<file path="src/rtl/clk_failover_pkg.sv">
package clk_failover_pkg;

    typedef enum logic [1:0] {
        ST_STARTUP  = 2'd0,
        ST_EXTERNAL = 2'd1,
        ST_FAILSAFE = 2'd2,
        ST_RESTART  = 2'd3
    } fo_state_e;

endpackage

</file>
<file path="src/rtl/cfo_ost_timer.sv">
module cfo_ost_timer #(
    parameter int TICKS = 1024
) (
    input  logic clk,
    input  logic rst_n,
    input  logic restart,
    input  logic run,
    input  logic tick,
    output logic expired
);
    localparam int CW = (TICKS > 1) ? $clog2(TICKS) : 1;
    localparam logic [CW-1:0] LAST = CW'(TICKS - 1);

    logic [CW-1:0] cnt_q;
    logic          at_last;

    assign at_last = (cnt_q == LAST);
    assign expired = run & tick & at_last & ~restart;

    always_ff @(posedge clk) begin
        if (!rst_n) begin
            cnt_q <= '0;
        end else if (restart) begin
            cnt_q <= '0;
        end else if (run && tick) begin
            cnt_q <= at_last ? '0 : cnt_q + 1'b1;
        end
    end
endmodule

</file>
<file path="src/rtl/cfo_sel_toggle.sv">
module cfo_sel_toggle (
    input  logic clk,
    input  logic sel_in,
    output logic toggle
);
    logic sel_q;

    always_ff @(posedge clk) begin
        sel_q <= sel_in;
    end

    assign toggle = sel_in ^ sel_q;
endmodule

</file>
<file path="src/rtl/cfo_fail_flag.sv">
module cfo_fail_flag (
    input  logic clk,
    input  logic rst_n,
    input  logic set,
    input  logic clr,
    input  logic clr_ok,
    output logic flag
);
    always_ff @(posedge clk) begin
        if (!rst_n) begin
            flag <= 1'b0;
        end else if (set) begin
            flag <= 1'b1;
        end else if (clr && clr_ok) begin
            flag <= 1'b0;
        end
    end
endmodule

</file>
<file path="src/rtl/clk_failover_ctrl.sv">
module clk_failover_ctrl
    import clk_failover_pkg::*;
#(
    parameter int OST_TICKS = 1024,
    parameter int FREQ_W    = 3
) (
    input  logic              clk,
    input  logic              rst_n,
    input  logic              fail_det,
    input  logic              ext_tick,
    input  logic              sel_ext,
    input  logic              sleep_req,
    input  logic              flag_clr,
    input  logic              irq_en,
    input  logic              skip_ost,
    input  logic [FREQ_W-1:0] ifreq_sel,
    output logic              use_internal,
    output logic [FREQ_W-1:0] int_freq,
    output logic              osc_fail_flag,
    output logic              irq,
    output logic              osc_stable,
    output logic              mon_arm
);
    fo_state_e state_q, state_d;
    fo_state_e wake_state;
    logic      sel_toggle;
    logic      tmr_restart, tmr_run, tmr_expired;
    logic      flag_set, flag_clr_ok;

    cfo_sel_toggle u_toggle (
        .clk    (clk),
        .sel_in (sel_ext),
        .toggle (sel_toggle)
    );

    cfo_ost_timer #(.TICKS(OST_TICKS)) u_timer (
        .clk     (clk),
        .rst_n   (rst_n),
        .restart (tmr_restart),
        .run     (tmr_run),
        .tick    (ext_tick),
        .expired (tmr_expired)
    );

    cfo_fail_flag u_flag (
        .clk    (clk),
        .rst_n  (rst_n),
        .set    (flag_set),
        .clr    (flag_clr),
        .clr_ok (flag_clr_ok),
        .flag   (osc_fail_flag)
    );

    assign wake_state = skip_ost ? ST_EXTERNAL : ST_STARTUP;

    // timer control
    assign tmr_run     = (state_q == ST_STARTUP) || (state_q == ST_RESTART);
    assign tmr_restart = sleep_req
                       || ((state_q == ST_FAILSAFE) && sel_toggle && !skip_ost)
                       || ((state_q == ST_RESTART) && sel_toggle);

    // flag control
    assign flag_set    = (state_q == ST_EXTERNAL) && fail_det && !sleep_req;
    assign flag_clr_ok = (state_q == ST_STARTUP) || (state_q == ST_EXTERNAL);

    // state register
    always_ff @(posedge clk) begin
        if (!rst_n) begin
            state_q <= wake_state;
        end else begin
            state_q <= state_d;
        end
    end

    // next state
    always_comb begin
        state_d = state_q;
        if (sleep_req) begin
            state_d = wake_state;
        end else begin
            unique case (state_q)
                ST_STARTUP: begin
                    if (tmr_expired) state_d = ST_EXTERNAL;
                end
                ST_EXTERNAL: begin
                    if (fail_det) state_d = ST_FAILSAFE;
                end
                ST_FAILSAFE: begin
                    if (sel_toggle) state_d = skip_ost ? ST_EXTERNAL : ST_RESTART;
                end
                ST_RESTART: begin
                    if (tmr_expired) state_d = ST_EXTERNAL;
                end
                default: state_d = wake_state;
            endcase
        end
    end

    // outputs decoded from state
    always_comb begin
        use_internal = 1'b1;
        osc_stable   = 1'b0;
        mon_arm      = 1'b0;
        unique case (state_q)
            ST_EXTERNAL: begin
                use_internal = 1'b0;
                osc_stable   = 1'b1;
                mon_arm      = 1'b1;
            end
            ST_STARTUP, ST_FAILSAFE, ST_RESTART: begin
                use_internal = 1'b1;
            end
            default: use_internal = 1'b1;
        endcase
    end

    assign irq = osc_fail_flag & irq_en;

    always_ff @(posedge clk) begin
        if (!rst_n) begin
            int_freq <= '0;
        end else begin
            int_freq <= ifreq_sel;
        end
    end
endmodule

</file>
<file path="config.mk">
export PLATFORM = sky130hd
export DESIGN_NAME = clk_failover_ctrl
export DESIGN_NICKNAME = d
export VERILOG_FILES = /design/src/rtl/clk_failover_pkg.sv /design/src/rtl/cfo_ost_timer.sv /design/src/rtl/cfo_sel_toggle.sv /design/src/rtl/cfo_fail_flag.sv /design/src/rtl/clk_failover_ctrl.sv
export SDC_FILE = /design/constraint.sdc
export NUM_CORES = 1
export LEC_CHECK = 0
export CAP_MARGIN = 5
export CORE_UTILIZATION = 53
export DETAILED_ROUTE_END_ITERATION = 8
export DONT_BUFFER_PORTS = 1
export GPL_TIMING_DRIVEN = 0
export HOLD_SLACK_MARGIN = 0.03
export PLACE_DENSITY_LB_ADDON = 0.12
export SKIP_CTS_REPAIR_TIMING = 1
export SYNTH_ARGS = -nofsm -noshare
export SYNTH_HDL_FRONTEND = slang
export SYNTH_SLANG_ARGS = --single-unit
</file>
<file path="constraint.sdc">
create_clock -name clk -period 1.93 [get_ports clk]
set_clock_uncertainty 0.1 [all_clocks]
set_input_delay 0 -clock clk [delete_from_list [all_inputs] [get_ports clk]]
set_output_delay 0 -clock clk [all_outputs]
set_load 0.01 [all_outputs]
</file>
==> flow_metrics.tcl, run 1 <==
set metrics [dict create \
    synthCells 91 \
    coreArea_um2 1510 \
    worst_pin_slew_ns 0.556 \
    critPathRequiredTime_ns 1.82 \
    std_cell_rows 14 \
    cp-startpoint "state_q[0]$_DFFE_PP_" \
    first_pass_iters 4 \
    drc 0 \
    vias 684 \
    period_share_pct 99.4 \
    max_slew_margin_pct 62.8 \
    pwr-share-comb_pct 23.9 \
    grt_pass1_vias 579 \
    ant_nets 0 \
    min_from "ext_tick" \
    start_util_pct 56.5 \
    fillers 115 \
    hold_viol_final 0 \
    path_clk_slew_ns 0.10 \
    seqPwrFrac_pct 50.8 \
    drv_cap 0 \
    globalRoute.totalOverflow 0 \
    clockPowerShare_pct 25.4 \
    hpwlAfterDp_um 1010 \
    internal_power_mw 0.548 \
    stdcell_count 128 \
    crit_path_start_kind "flop" \
    clock.fmax_mhz 521 \
    leakagePower_nw 0.403 \
    criticalPathCategory "flop to flop" \
    grt_pass1_wl_um 2390 \
    nNetsFinal 130 \
    area_growth_syn_to_layout_pct 28.5 \
    whs_path_depth 3 \
    peakVddDrop_uv 442 \
    ys_seq_elements 17 \
    cts.sinks 17 \
    port-buffer-count 0 \
    power_switching_mw 0.215 \
    slew_viol_final 0 \
    clk_latency_ns 0.30 \
    cts_made_buffers 3 \
    yosysSeqAreaShare_pct 42.4 \
    p_sw_share_pct 28.1 \
    grt.total_usage_pct 18.7 \
    io_pins 20 \
    cts.path.max_buffers 2 \
    drive_above_1_share_pct 18.8 \
    antenna_found_initial 0 \
    cts_tree "yes" \
    synth_cell_types 25 \
    cts_max_level 1 \
    ys_warn_count 0 \
    p_per_area_nw_per_um2 697 \
    rr_worst_depth 6 \
    root_buffer "clkbuf_4" \
    crit-reg2reg-launch "state_q[0]$_DFFE_PP_" \
    wl_per_cell_um 13.4 \
    die_y_um 42.1 \
    gp_congestion 0.797 \
    status "finished clean" \
    die_w_um 42.1 \
    synth_nets 108 \
    syn_area_per_cell_um2 9.35 \
    end_kind "flop" \
    finalWirelength_um 1710 \
    setup_viol 0 \
    finalPower_mw 0.763 \
    critPathMaxFanout 6 \
    vias_per_cell 5.34 \
    die-area_um2 1770 \
    syn_area_um2 851 \
    hold_class "input port to flop" \
    drt_iter0_drc 5 \
    placed_cells 107 \
    period_needed_ns 1.92 \
    diodes 0 \
    grt_max_degree 10 \
    worstPathArrival_ns 1.81 \
]
==> critical path: stages, from the launching register on <==
cell and delay (ns):
edfxtp_1 0.43, inv_2 0.11, ha_4 0.21, nand3b_4 0.20, nor2_4 0.11, a31oi_1 0.12
o31ai_2 0.32
==> registers in the layout, summed over array words and instances (netlist names) <==
name,cells
u_toggle.sel_q,1
u_timer.cnt_q,10
u_flag.flag,1
state_q,2
int_freq,3
==> final timing paths <==
| path | end | slack [ns] |
|---|---|---|
| min | u_timer.cnt_q[1]$_SDFFE_PP0P_ | 0.003 |
| min reg2reg | u_timer.cnt_q[1]$_SDFFE_PP0P_ | 0.45 |
| max reg2reg | state_q[1]$_SDFFCE_PP0P_ | 0.01 |
| max | state_q[1]$_SDFFCE_PP0P_ | 0.01 |
==> area by class of cell <==
cell class / count / area (µm²) / share of cell area (%)
Clock buffer: 4 / 26.3 / 2.40
Multi-Input combinational cell: 65 / 490 / 44.9
Timing Repair Buffer: 17 / 159 / 14.5
Tap cell: 16 / 20.0 / 1.83
Sequential cell: 17 / 360 / 33.0
Inverter: 8 / 30.0 / 2.75
Buffer: 1 / 7.51 / 0.686
==> Yosys cell counts <==
master | instances | area (µm²)
a21oi_1 | 1 | 5.00
a31oi_1 | 1 | 6.26
a32oi_1 | 1 | 8.76
and2_1 | 4 | 25.0
buf_4 | 1 | 7.51
dfxtp_1 | 15 | 300
edfxtp_1 | 2 | 60.1
ha_1 | 5 | 62.6
inv_1 | 8 | 30.0
mux2i_1 | 2 | 20.0
nand2_1 | 5 | 18.8
nand3_1 | 2 | 10.0
nand3b_4 | 1 | 20.0
nand4_1 | 3 | 18.8
nor2_1 | 15 | 56.3
nor2b_1 | 6 | 37.5
nor3_1 | 2 | 10.0
nor4_1 | 2 | 12.5
o21a_1 | 1 | 7.51
o21ai_0 | 1 | 5.00
o21ai_2 | 1 | 8.76
o311ai_4 | 1 | 26.3
o31ai_1 | 2 | 15.0
xnor2_1 | 7 | 61.3
xor2_1 | 2 | 17.5
==> routing by layer <==
layer	global-route usage [%]	vias to the layer above	part of all wire, %
li1	-	348	-
met1	20.4	311	40
met2	29.1	20	52
met3	6.47	5	4.8
met4	15.0	0	3.1
met5	0	-	0
==> power by group through the flow <==
| stage | clock, mW | sequential [mW] | combinational (mW) |
|---|---|---|---|
| 3_5_place_dp | 0 | 0.396 | 0.120 |
| 6_report | 0.193 | 0.387 | 0.182 |
| 2_1_floorplan | 0 | 0.393 | 0.103 |
| 3_3_place_gp | 0 | 0.395 | 0.118 |
| 4_1_cts | 0.197 | 0.388 | 0.121 |
| 5_1_grt | 0.225 | 0.389 | 0.200 |
==> stage by stage <==
stage / hold slack [ns] / TNS (ns) / instance area, µm² / utilization [%] / worst slack [ns]
final: 0.00273 / 0 / 1090 / 72.6 / 0.0115
after detailed placement: -0.0722 / -0.340 / 871 / 57.8 / -0.170
after floorplan: -0.0723 / 0 / 851 / - / 0.0169
after global routing: 0.0313 / -0.211 / 1090 / 72.6 / -0.0672
after CTS: -0.384 / -0.359 / 897 / 59.6 / -0.179
after global placement: -0.0722 / -0.309 / 871 / 57.8 / -0.155
==> layout by cell type, fill, tap and decap left out, types with 2 or more instances in the layout <==
| cell | count |
|---|---|
| dfxtp_1 | 15 |
| nor2_1 | 14 |
| dlygate4sd3_1 | 11 |
| xnor2_1 | 7 |
| inv_1 | 6 |
| buf_4 | 6 |
| nor2b_1 | 5 |
| nand2_1 | 5 |
| and2_1 | 4 |
| nand4_1 | 3 |
| clkbuf_4 | 3 |
| inv_2 | 2 |
| xor2_1 | 2 |
| nand3_1 | 2 |
| nor4_1 | 2 |
| nor3_1 | 2 |
| mux2i_1 | 2 |
| ha_2 | 2 |
| ha_1 | 2 |
| edfxtp_1 | 2 |
==> cells by family (layout without fill, tap and decap cells) <==
kind of cell	Yosys count	count (layout)	synth area share, %
flip-flops	17	17	42.4
adder cells (fa/ha/maj)	5	5	7.35
AND/OR/NAND/NOR	40	40	24.6
multiplexers	2	2	2.35
XOR/XNOR	9	9	9.27
AO/OA/AOI/OAI	9	9	9.71
buffers and inverters	9	30	4.41
No activity file was read; power rests on OpenSTA's default activity.
==> run 2, diff against run 1 <==
--- a/config.mk
+++ b/config.mk
@@ -9,7 +9,6 @@
 export CORE_UTILIZATION = 53
 export DETAILED_ROUTE_END_ITERATION = 8
 export DONT_BUFFER_PORTS = 1
-export GPL_TIMING_DRIVEN = 0
 export HOLD_SLACK_MARGIN = 0.03
 export PLACE_DENSITY_LB_ADDON = 0.12
 export SKIP_CTS_REPAIR_TIMING = 1
==> run 2 against run 1 <==
Against the previous run: die area unchanged; cell area down 0.69%; maximum frequency rose by 3.3%; highest routed layer unchanged; sequential share of layout area rose by 0.23 points; combinational power is 3% lower; first-iteration DRC count up 80%; critical path type unchanged.
==> flow_metrics.tcl, run 2 (synthesis results as in run 1) <==
set metrics [dict create \
    status "finished clean" \
    regToRegEndpoint "state_q[0]$_DFFE_PP_" \
    drv_cap 0 \
    endpoint "state_q[0]$_DFFE_PP_" \
    finalWorstSetupSlack_ns 0.0726 \
    path_clk_slew_ns 0.10 \
    cp_top_family "compound AO/OA/AOI/OAI gates" \
    start_util_pct 56.5 \
    critPathRequiredTime_ns 1.81 \
    grt.total_usage_pct 19.3 \
    drt_iter0_drc 9 \
    dp_slack_ns 0.0116 \
    finalWirelength_um 1620 \
    grt_pass1_vias 627 \
    nNetsFinal 132 \
    critPathBufInv 1 \
    finalPower_mw 0.761 \
    cts.sinks 17 \
    area_growth_syn_to_layout_pct 27.6 \
    p_per_area_nw_per_um2 701 \
    die-area_um2 1770 \
    peakVddDrop_uv 438 \
    fillers 111 \
    final_common_cell "dfxtp_1" \
    coreArea_um2 1510 \
    port-buffer-count 0 \
    clock.fmax_mhz 538 \
    drc 0 \
    leakagePower_nw 0.421 \
    vias_per_cell 5.37 \
    crit_path_start_kind "flop" \
    crit_chain "inv_1 -> ha_1 -> nand3b_4 -> nor2_2 -> a31oi_1 -> o31ai_2" \
    worstSetupPathDepth 6 \
    hold_ws_ns 0.0512 \
    std_cell_rows 14 \
    cts_tree "yes" \
    cts_max_level 1 \
    io_pins 20 \
    rr_worst_depth 6 \
    r2r_setup_slack_ns 0.07 \
    crit-reg2reg-launch "state_q[0]$_DFFE_PP_" \
    hpwlAfterDp_um 1020 \
    root_buffer "clkbuf_4" \
    layout_common_cells "15 x dfxtp_1, 14 x nor2_1, 11 x dlygate4sd3_1" \
    vias 698 \
    period_needed_ns 1.86 \
    gp_congestion 0.753 \
    die_y_um 42.1 \
    grt_pass1_wl_um 2500 \
    cts.path.max_buffers 2 \
    drive_above_1_share_pct 17.5 \
    crit_slowest_cell "edfxtp_1" \
    globalRoute.totalOverflow 0 \
    wl_per_cell_um 12.5 \
    slew_viol_final 0 \
    clk_latency_ns 0.30 \
    antenna_found_initial 0 \
    setup_tns_ns 0 \
    max_slew_margin_pct 63.8 \
    die_w_um 42.1 \
    worstPathArrival_ns 1.74 \
    cts_made_buffers 3 \
    grt_max_degree 12 \
    criticalPathCategory "flop to flop" \
    ant_nets 0 \
    diodes 0 \
    setup_viol 0 \
    cp-startpoint "state_q[0]$_DFFE_PP_" \
    largest_register_ffs 10 \
    reg.largest.list "u_timer.cnt_q (10), int_freq (3), state_q (2)" \
    hold_class "input port to primary output" \
    cp_slowest_stage_delay_ns 0.39 \
    first_pass_iters 4 \
    hold_viol_final 0 \
    critPathMaxFanout 2 \
    top_register "u_timer.cnt_q" \
    end_kind "flop" \
    period_share_pct 96.2 \
    worst_pin_slew_ns 0.542 \
    final_core_util_pct 72.1 \
]
## run 2: worst register-to-register path, cell delays in order (launching register included)
cell and delay [ns]:
edfxtp_1 0.39, inv_1 0.11, ha_1 0.25, nand3b_4 0.17, nor2_2 0.13, a31oi_1 0.10
o31ai_2 0.30
## run 2: worst min-delay path by stage
stage               startpoint                      to  slack [ns]  cells past startpoint
finish                  irq_en                     irq        0.05                      1
global route            irq_en                     irq        0.06                      1
CTS                    sel_ext  u_toggle.sel_q$_DFF_P_       -0.37                      0
detailed placement     sel_ext  u_toggle.sel_q$_DFF_P_       -0.07                      0
global placement       sel_ext  u_toggle.sel_q$_DFF_P_       -0.07                      0
floorplan              sel_ext  u_toggle.sel_q$_DFF_P_       -0.07                      0
## run 2: metal layers
metal | vias up | routed length (µm) | track usage [%]
met5 | - | 0 | 0
met3 | 9 | 76 | 6.47
met4 | 0 | 57 | 13.8
met1 | 315 | 685 | 22.0
li1 | 347 | - | -
met2 | 27 | 802 | 30.0
## run 2: cell type report
cell class	count	area, µm²	share of cell area [%]
clock inverter	1	6.26	0.576
inverter	8	30.0	2.76
clock buffer	3	22.5	2.07
tap	16	20.0	1.84
timing repair buffer	20	178	16.4
sequential	17	360	33.2
multi-input combinational	65	469	43.2
## run 2: stage by stage
step | std cells | instance area [µm²]
2_1_floorplan | 91 | 851
3_3_place_gp | 113 | 916
3_5_place_dp | 113 | 916
4_1_cts | 117 | 945
5_1_grt | 130 | 1090
6_report | 130 | 1090
## run 2: power breakdown
part	total (mW)	internal [mW]	switching [mW]
registers	0.385	0.374	0.0103
clock network	0.199	0.0802	0.119
logic	0.177	0.0913	0.0853
total	0.761	0.546	0.215
